===== src/rtl/sd_cmd_pkg.sv =====
// Shared constants for the SD command issue engine.
// Assumes a two-bit register address space on the host port.
package sd_cmd_pkg;
    localparam logic [1:0] ADR_ARG  = 2'd0;
    localparam logic [1:0] ADR_CMD  = 2'd1;
    localparam logic [1:0] ADR_CLR  = 2'd2;
    localparam logic [1:0] ADR_TLIM = 2'd3;

    localparam int ST_CMPL_BIT = 0;
    localparam int ST_ERR_BIT  = 15;

    localparam logic [7:0] RSP_NONE  = 8'h00;
    localparam logic [7:0] RSP_SHORT = 8'h1a;
    localparam logic [7:0] RSP_DATA  = 8'h3a;
    localparam logic [7:0] RSP_BUSY  = 8'h1b;
    localparam logic [7:0] RSP_NOCHK = 8'h02;
    localparam logic [7:0] RSP_LONG  = 8'h09;

    // True when the response format waits on a busy data line.
    function automatic logic fmt_needs_dat(input logic [7:0] fmt);
        return fmt[1:0] == 2'b11;
    endfunction
endpackage


===== src/rtl/sd_cmd_gate.sv =====
// Decides whether a host command write may start a command.
// Assumes busy reflects an outstanding command on the same cycle.
module sd_cmd_gate
    import sd_cmd_pkg::*;
(
    input  logic        wr_cmd,
    input  logic [13:0] cmd_word,
    input  logic        busy,
    input  logic        dat_inhibit,
    output logic        accept,
    output logic [5:0]  index,
    output logic [7:0]  fmt
);
    // Split the command word and apply both inhibit rules.
    always_comb begin
        index  = cmd_word[13:8];
        fmt    = cmd_word[7:0];
        accept = wr_cmd && !busy && !(fmt_needs_dat(cmd_word[7:0]) && dat_inhibit);
    end
endmodule


===== src/rtl/sd_cmd_seq.sv =====
// Holds the outstanding command, drives the engine request and times it out.
// Assumes engine pulses outside a command are spurious and ignores them.
module sd_cmd_seq #(
    parameter int ARG_W = 32,
    parameter int TO_W  = 16
) (
    input  logic             clk,
    input  logic             rst_n,
    input  logic             accept,
    input  logic [5:0]       index_in,
    input  logic [7:0]       fmt_in,
    input  logic [ARG_W-1:0] arg_in,
    input  logic [TO_W-1:0]  tlim,
    input  logic             eng_done,
    input  logic             eng_err,
    output logic             busy,
    output logic [5:0]       index_q,
    output logic [7:0]       fmt_q,
    output logic [ARG_W-1:0] arg_q,
    output logic             fin_ok,
    output logic             fin_err,
    output logic             soft_rst
);
    logic [TO_W-1:0] cnt;
    logic [TO_W:0]   cnt_inc;
    logic            tmo;

    // Outcome decode: an error or timeout outranks completion.
    always_comb begin
        cnt_inc = {1'b0, cnt} + 1'b1;
        tmo     = busy && (cnt_inc >= {1'b0, tlim});
        fin_err = busy && (eng_err || tmo);
        fin_ok  = busy && eng_done && !eng_err && !tmo;
    end

    // Command state, field capture, wait counter and reset pulse.
    always_ff @(posedge clk) begin
        if (!rst_n) begin
            busy     <= 1'b0;
            cnt      <= '0;
            index_q  <= '0;
            fmt_q    <= '0;
            arg_q    <= '0;
            soft_rst <= 1'b0;
        end else begin
            soft_rst <= fin_err;
            if (accept) begin
                busy    <= 1'b1;
                cnt     <= '0;
                index_q <= index_in;
                fmt_q   <= fmt_in;
                arg_q   <= arg_in;
            end else if (fin_ok || fin_err) begin
                busy <= 1'b0;
                cnt  <= '0;
            end else if (busy) begin
                cnt <= cnt_inc[TO_W-1:0];
            end
        end
    end

    AST_REQ_HOLDS: assert property (@(posedge clk) disable iff (!rst_n)
        busy && !fin_ok && !fin_err |=> busy && $stable(index_q) && $stable(fmt_q) && $stable(arg_q));
    AST_IDLE_CNT_ZERO: assert property (@(posedge clk) disable iff (!rst_n)
        !busy |-> cnt == '0);
endmodule


===== src/rtl/sd_cmd_status.sv =====
// Status bits with write-one-to-clear and the latched response words.
// Assumes set and clear can coincide; set wins.
module sd_cmd_status
    import sd_cmd_pkg::*;
#(
    parameter int WORD_W     = 32,
    parameter int RESP_WORDS = 4
) (
    input  logic                         clk,
    input  logic                         rst_n,
    input  logic                         fin_ok,
    input  logic                         fin_err,
    input  logic                         clr_we,
    input  logic [15:0]                  clr_mask,
    input  logic [WORD_W*RESP_WORDS-1:0] resp_in,
    output logic [15:0]                  status,
    output logic [WORD_W*RESP_WORDS-1:0] resp
);
    logic st_cmpl, st_err;

    // Status flags: clear by mask first, then apply new events.
    always_ff @(posedge clk) begin
        if (!rst_n) begin
            st_cmpl <= 1'b0;
            st_err  <= 1'b0;
        end else begin
            st_cmpl <= (st_cmpl && !(clr_we && clr_mask[ST_CMPL_BIT])) || fin_ok;
            st_err  <= (st_err  && !(clr_we && clr_mask[ST_ERR_BIT]))  || fin_err;
        end
    end

    // Assemble the visible status word.
    always_comb begin
        status              = '0;
        status[ST_CMPL_BIT] = st_cmpl;
        status[ST_ERR_BIT]  = st_err;
    end

    // One latch per response word, low word first.
    for (genvar w = 0; w < RESP_WORDS; w++) begin : g_word
        always_ff @(posedge clk) begin
            if (!rst_n)
                resp[w*WORD_W +: WORD_W] <= '0;
            else if (fin_ok)
                resp[w*WORD_W +: WORD_W] <= resp_in[w*WORD_W +: WORD_W];
        end
    end

    AST_RESP_HOLD: assert property (@(posedge clk) disable iff (!rst_n)
        !fin_ok |=> $stable(resp));
    AST_ERR_NO_CMPL: assert property (@(posedge clk) disable iff (!rst_n)
        fin_err && !st_cmpl |=> st_err && !st_cmpl);
endmodule


===== src/rtl/sd_cmd_issue.sv =====
// Top of the SD command issue engine: host registers, gate, sequencer, status.
// Assumes single-cycle host writes and single-cycle engine outcome pulses.
module sd_cmd_issue
    import sd_cmd_pkg::*;
#(
    parameter int ARG_W      = 32,
    parameter int WORD_W     = 32,
    parameter int RESP_WORDS = 4,
    parameter int TO_W       = 16,
    parameter int TO_RESET   = 1000
) (
    input  logic                         clk,
    input  logic                         rst_n,
    input  logic                         host_we,
    input  logic [1:0]                   host_addr,
    input  logic [31:0]                  host_wdata,
    input  logic                         dat_inhibit_i,
    input  logic                         eng_done_i,
    input  logic                         eng_err_i,
    input  logic [WORD_W*RESP_WORDS-1:0] eng_resp_i,
    output logic                         cmd_inhibit_o,
    output logic [15:0]                  status_o,
    output logic [WORD_W*RESP_WORDS-1:0] resp_o,
    output logic                         eng_req_o,
    output logic [5:0]                   eng_index_o,
    output logic [7:0]                   eng_fmt_o,
    output logic [ARG_W-1:0]             eng_arg_o,
    output logic                         soft_rst_o
);
    localparam logic [TO_W-1:0] TLIM_INIT = TO_W'(TO_RESET);

    logic [ARG_W-1:0] arg_reg;
    logic [TO_W-1:0]  tlim_reg;
    logic             wr_cmd, accept, busy, fin_ok, fin_err;
    logic [5:0]       g_index;
    logic [7:0]       g_fmt;

    assign wr_cmd        = host_we && host_addr == ADR_CMD;
    assign cmd_inhibit_o = busy;
    assign eng_req_o     = busy;

    // Argument and timeout-limit registers.
    always_ff @(posedge clk) begin
        if (!rst_n) begin
            arg_reg  <= '0;
            tlim_reg <= TLIM_INIT;
        end else if (host_we) begin
            if (host_addr == ADR_ARG)  arg_reg  <= host_wdata[ARG_W-1:0];
            if (host_addr == ADR_TLIM) tlim_reg <= host_wdata[TO_W-1:0];
        end
    end

    sd_cmd_gate u_gate (
        .wr_cmd      (wr_cmd),
        .cmd_word    (host_wdata[13:0]),
        .busy        (busy),
        .dat_inhibit (dat_inhibit_i),
        .accept      (accept),
        .index       (g_index),
        .fmt         (g_fmt)
    );

    sd_cmd_seq #(.ARG_W(ARG_W), .TO_W(TO_W)) u_seq (
        .clk      (clk),
        .rst_n    (rst_n),
        .accept   (accept),
        .index_in (g_index),
        .fmt_in   (g_fmt),
        .arg_in   (arg_reg),
        .tlim     (tlim_reg),
        .eng_done (eng_done_i),
        .eng_err  (eng_err_i),
        .busy     (busy),
        .index_q  (eng_index_o),
        .fmt_q    (eng_fmt_o),
        .arg_q    (eng_arg_o),
        .fin_ok   (fin_ok),
        .fin_err  (fin_err),
        .soft_rst (soft_rst_o)
    );

    sd_cmd_status #(.WORD_W(WORD_W), .RESP_WORDS(RESP_WORDS)) u_status (
        .clk      (clk),
        .rst_n    (rst_n),
        .fin_ok   (fin_ok),
        .fin_err  (fin_err),
        .clr_we   (host_we && host_addr == ADR_CLR),
        .clr_mask (host_wdata[15:0]),
        .resp_in  (eng_resp_i),
        .status   (status_o),
        .resp     (resp_o)
    );

    AST_START_FROM_HOST: assert property (@(posedge clk) disable iff (!rst_n)
        $rose(eng_req_o) |-> $past(host_we) && $past(host_addr) == ADR_CMD);
    AST_RST_WITH_ERR: assert property (@(posedge clk) disable iff (!rst_n)
        soft_rst_o |-> status_o[ST_ERR_BIT]);
    AST_ONE_AT_A_TIME: assert property (@(posedge clk) disable iff (!rst_n)
        cmd_inhibit_o && wr_cmd |=> $stable(eng_index_o));
endmodule


===== config.mk =====
export PLATFORM = sky130hd
export DESIGN_NAME = sd_cmd_issue
export DESIGN_NICKNAME = d
export VERILOG_FILES = /design/src/rtl/sd_cmd_pkg.sv /design/src/rtl/sd_cmd_gate.sv /design/src/rtl/sd_cmd_seq.sv /design/src/rtl/sd_cmd_status.sv /design/src/rtl/sd_cmd_issue.sv
export SDC_FILE = /design/constraint.sdc
export NUM_CORES = 1
export LEC_CHECK = 0
export BUFFER_PORTS_ARGS = -buffer_cell sky130_fd_sc_hd__clkbuf_2
export CORE_UTILIZATION = 50
export CTS_CLUSTER_DIAMETER = 200
export CTS_CLUSTER_SIZE = 10
export DETAILED_ROUTE_END_ITERATION = 8
export HOLD_SLACK_MARGIN = 0.08
export PLACE_DENSITY_LB_ADDON = 0.12
export REMOVE_ABC_BUFFERS = 1
export SLEW_MARGIN = 30
export SYNTH_ARGS = -nofsm -noshare
export SYNTH_HDL_FRONTEND = slang
export SYNTH_HIERARCHICAL = 1
export SYNTH_SLANG_ARGS = --single-unit

===== constraint.sdc =====
create_clock -name clk -period 4.02 [get_ports clk]
set_input_delay 1.206 -clock clk [delete_from_list [all_inputs] [get_ports clk]]
set_output_delay 1.206 -clock clk [all_outputs]
set_load 0.05 [all_outputs]

==> impl_metrics.yaml <==
run_status:
  status: "complete, no violations"
synth:
  yosys-top-cells-count: "242 x dfxtp_1, 216 x mux2i_1, 177 x nor2b_1"
  synth_flop_cell: "dfxtp_1"
  ys_top_cells_by_area: "dfxtp_1 47%, mux2i_1 21%, nor2b_1 11%, nand2_1 3.5%, buf_4 2.6%"
  synth.top_cell.area_share_pct: 46.5
  synth_top_area_cell: "dfxtp_1"
  synth_cell_types: 44
  synth_cells: 991
  yosysMostFrequentCell: "dfxtp_1"
  seq_area_frac_synth_pct: 46.5
  avgSynthCellArea_sq_um: 10.5
  synth_area_sq_um: 10400
  ys_warn_count: 6
  synth-seq-cells: 242
  synth-edff-count: 0
  async_flop_share_pct: 0
timing:
  slew_viol_final: 0
  hold_viol: 0
  tightest_slew_ps: 1140
  setup-violations-final: 0
  max_freq_mhz: 282
  finalCriticalPeriod_ps: 3540
  clock_skew_ps: 12.8
  rsz0062_at_grt: "no"
  relSlewSlack_pct: 23.8
  period_share_pct: 88.1
finish:
  drive_above_1_share_pct: 31.1
  design_area_sq_um: 12700
  antenna_cells: 0
  largest_reg_flops: 128
  synthToLayoutAreaGrowth_pct: 22.4
  n_fill_cell: 1782
  finish.utilization_pct: 62.7
  final_nets: 1488
worst_hold_path:
  holdCritStartpoint: "arg_reg[23]$_SDFFE_PN0P_"
  min_path_type: "flop to flop"
  holdPathStages: 2
  min_to: "arg_reg[23]$_SDFFE_PN0P_"
setup_path:
  critPathCaptureType: "flop"
  r2r_start: "u_seq/cnt[0]$_SDFFE_PP0P_"
  worst-path-stages: 15
  required_ps: 4430
  reg2reg_to: "u_status/resp[18]$_SDFFE_PN0P_"
  critPathTopFamily: "simple AND/OR/NAND/NOR gates"
  cpMaxStageDelayCell: "nor2_1"
  critPathMostFrequentCell: "nand3_1"
  r2r_slack_ps: 480
  cp.arrival_ps: 3950
  crit_chain: "ha_1 -> nand3_1 -> nor2_1 -> nand3_1 -> xnor2_1 -> ha_1 -> a21oi_1 -> o21ai_0 -> nand2b_1 -> nand3_1 -> nor2_4 -> buf_12 -> buf_12 -> mux2i_1 -> nor2b_1"
  startpoint_type: "flop"
  worstSetupPathType: "flop to flop"
  cp_max_fo: 29
  cp_slowest_stage_delay_ps: 430
  rr_worst_depth: 15
  cp_num_buf_inv: 2
clock_network:
  insertion_delay_ps: 520
  cts_tree: "built"
  cts_made_buffers: 28
  htree_levels: 1
  clock_path_buffers: 3
  clk_pin_slew_ps: 60
  cts_root_buf: "clkbuf_16"
  clock-sinks: 242
power_and_ir_drop:
  peakVddDrop_mv: 0.484
  power.leakage_nw: 5.29
  power.density_nw_per_um2: 392
detailed_routing:
  dr.pass1.iters: 4
  met1Wirelength_microns: 10700
  dr_wl_met3_microns: 1310
  drtAntennaViolNets: 0
  drcViolationCount: 0
  drt_iter0_drc: 344
  vias: 7554
  viasPerCell: 4.80
  wl_per_cell_microns: 15.7
  wl_microns: 24600
  top_layer: "met4"
  route.met2.wl_microns: 11900
die:
  die_x_microns: 146
  fp-row-count: 52
  dieHeight_microns: 146
  die-area_sq_um: 21400
  initial_utilization_pct: 51.3
  coreArea_sq_um: 20300
  ioPinCount: 361
global_route:
  antenna_found_initial: 0
  grt_pass1_vias: 7262
  grt_pass1_wl_microns: 38800
  grt_max_degree: 259
  grt_usage_pct: 22.4
  grt_overflow_total: 0
place:
  portBuffers: 346
  dp_hpwl_microns: 17700
  place_area_sq_um: 12000
  routabilityCongestion: 0.812
flow_run:
  max_cap_viol_count: 0
-- placed cells by master, fill, tap and decap left out, drive strengths merged, types with 2 or more instances in the layout --
cell type / netlist / final
ha: 17 / 17
xor2: 12 / 12
buf: 71 / 15
inv: 27 / 28
a41oi: 2 / 2
mux2i: 216 / 216
conb: 1 / 14
o221ai: 3 / 3
a21oi: 6 / 6
o21ai: 6 / 6
dfxtp: 242 / 242
nand2b: 6 / 6
a31oi: 3 / 3
clkbuf: 20 / 374
nor2b: 177 / 177
nor2: 18 / 18
nand3: 16 / 16
o211ai: 9 / 9
nand2: 97 / 97
and4: 2 / 2
and3: 5 / 5
nand4: 17 / 17
xnor2: 8 / 8
-- worst max-delay path by stage --
| stage | startpoint | end |
|---|---|---|
| floorplan | u_seq/cnt[0]$_SDFFE_PP0P_ | u_status/resp[0]$_SDFFE_PN0P_ |
| detailed placement | u_seq/cnt[0]$_SDFFE_PP0P_ | u_status/resp[86]$_SDFFE_PN0P_ |
| global route | u_seq/cnt[0]$_SDFFE_PP0P_ | u_status/resp[65]$_SDFFE_PN0P_ |
| finish | u_seq/cnt[0]$_SDFFE_PP0P_ | u_status/resp[18]$_SDFFE_PN0P_ |
| CTS | u_seq/cnt[0]$_SDFFE_PP0P_ | u_status/resp[16]$_SDFFE_PN0P_ |
| global placement | u_seq/cnt[0]$_SDFFE_PP0P_ | u_status/resp[61]$_SDFFE_PN0P_ |
-- logic make-up (layout without fill, tap and decap cells) --
group	Yosys count	count (layout)	synth area share [%]
and+or+nand+nor	344	344	18.2
DFF	242	242	46.5
muxes	216	216	20.8
buffers and inverters	118	417	8.23
AOI/OAI and AO/OA	33	33	2.46
xor gates and xnor gates	20	20	1.68
adders and majority gates	17	17	2.04
other	1	14	0.0360
-- per-layer routing --
layer | track usage [%] | up-vias
li1 | - | 3856
met1 | 28.0 | 3436
met2 | 38.8 | 215
met3 | 4.19 | 47
met4 | 7.40 | 0
met5 | 0 | -
-- tightest hold or removal path: stages (launching register included) --
cell and delay [ps]:
dfxtp_1 310, nand2_1 50, mux2i_1 50
-- cell type report --
cell class | instances | area, sq um | share of cell area [%]
multi-input combinational | 644 | 4790 | 37.6
tap | 270 | 338 | 2.65
inverter | 27 | 101 | 0.796
timing repair buffer | 360 | 1930 | 15.2
clock inverter | 1 | 8.76 | 0.0688
sequential | 242 | 4840 | 38.0
clock buffer | 29 | 726 | 5.70
-- power breakdown --
| group | leakage, nW | internal, mW | switching, mW | total [mW] |
|---|---|---|---|---|
| clock | 0.362 | 1.26 | 0.892 | 2.15 |
| sequential | 1.95 | 2.44 | 0.0191 | 2.45 |
| combinational | 2.97 | 0.157 | 0.233 | 0.390 |
| total | 5.29 | 3.85 | 1.14 | 4.99 |
-- repair_timing --
| action | CTS | global route |
|---|---|---|
| setup buffers | 0 | 3 |
| hold buffers | 0 | 0 |
| gates resized for setup | 0 | 0 |
| endpoints found under the setup margin | 0 | 34 |
-- metrics by stage --
| step | worst slack [ps] | TNS, ps | hold WS [ps] | power (mW) | instances |
|---|---|---|---|---|---|
| finish | 480 | 0 | 456 | 4.99 | 1573 |
| global route | 167 | 0 | 481 | 5.18 | 1573 |
| floorplan | -6730 | -1081260 | 434 | 2.74 | 913 |
| detailed placement | 301 | 0 | 448 | 2.90 | 1540 |
| CTS | 263 | 0 | 461 | 5.05 | 1570 |
| global placement | 446 | 0 | 443 | 2.89 | 1540 |
Note: power is estimated with default switching activity, not from simulation.
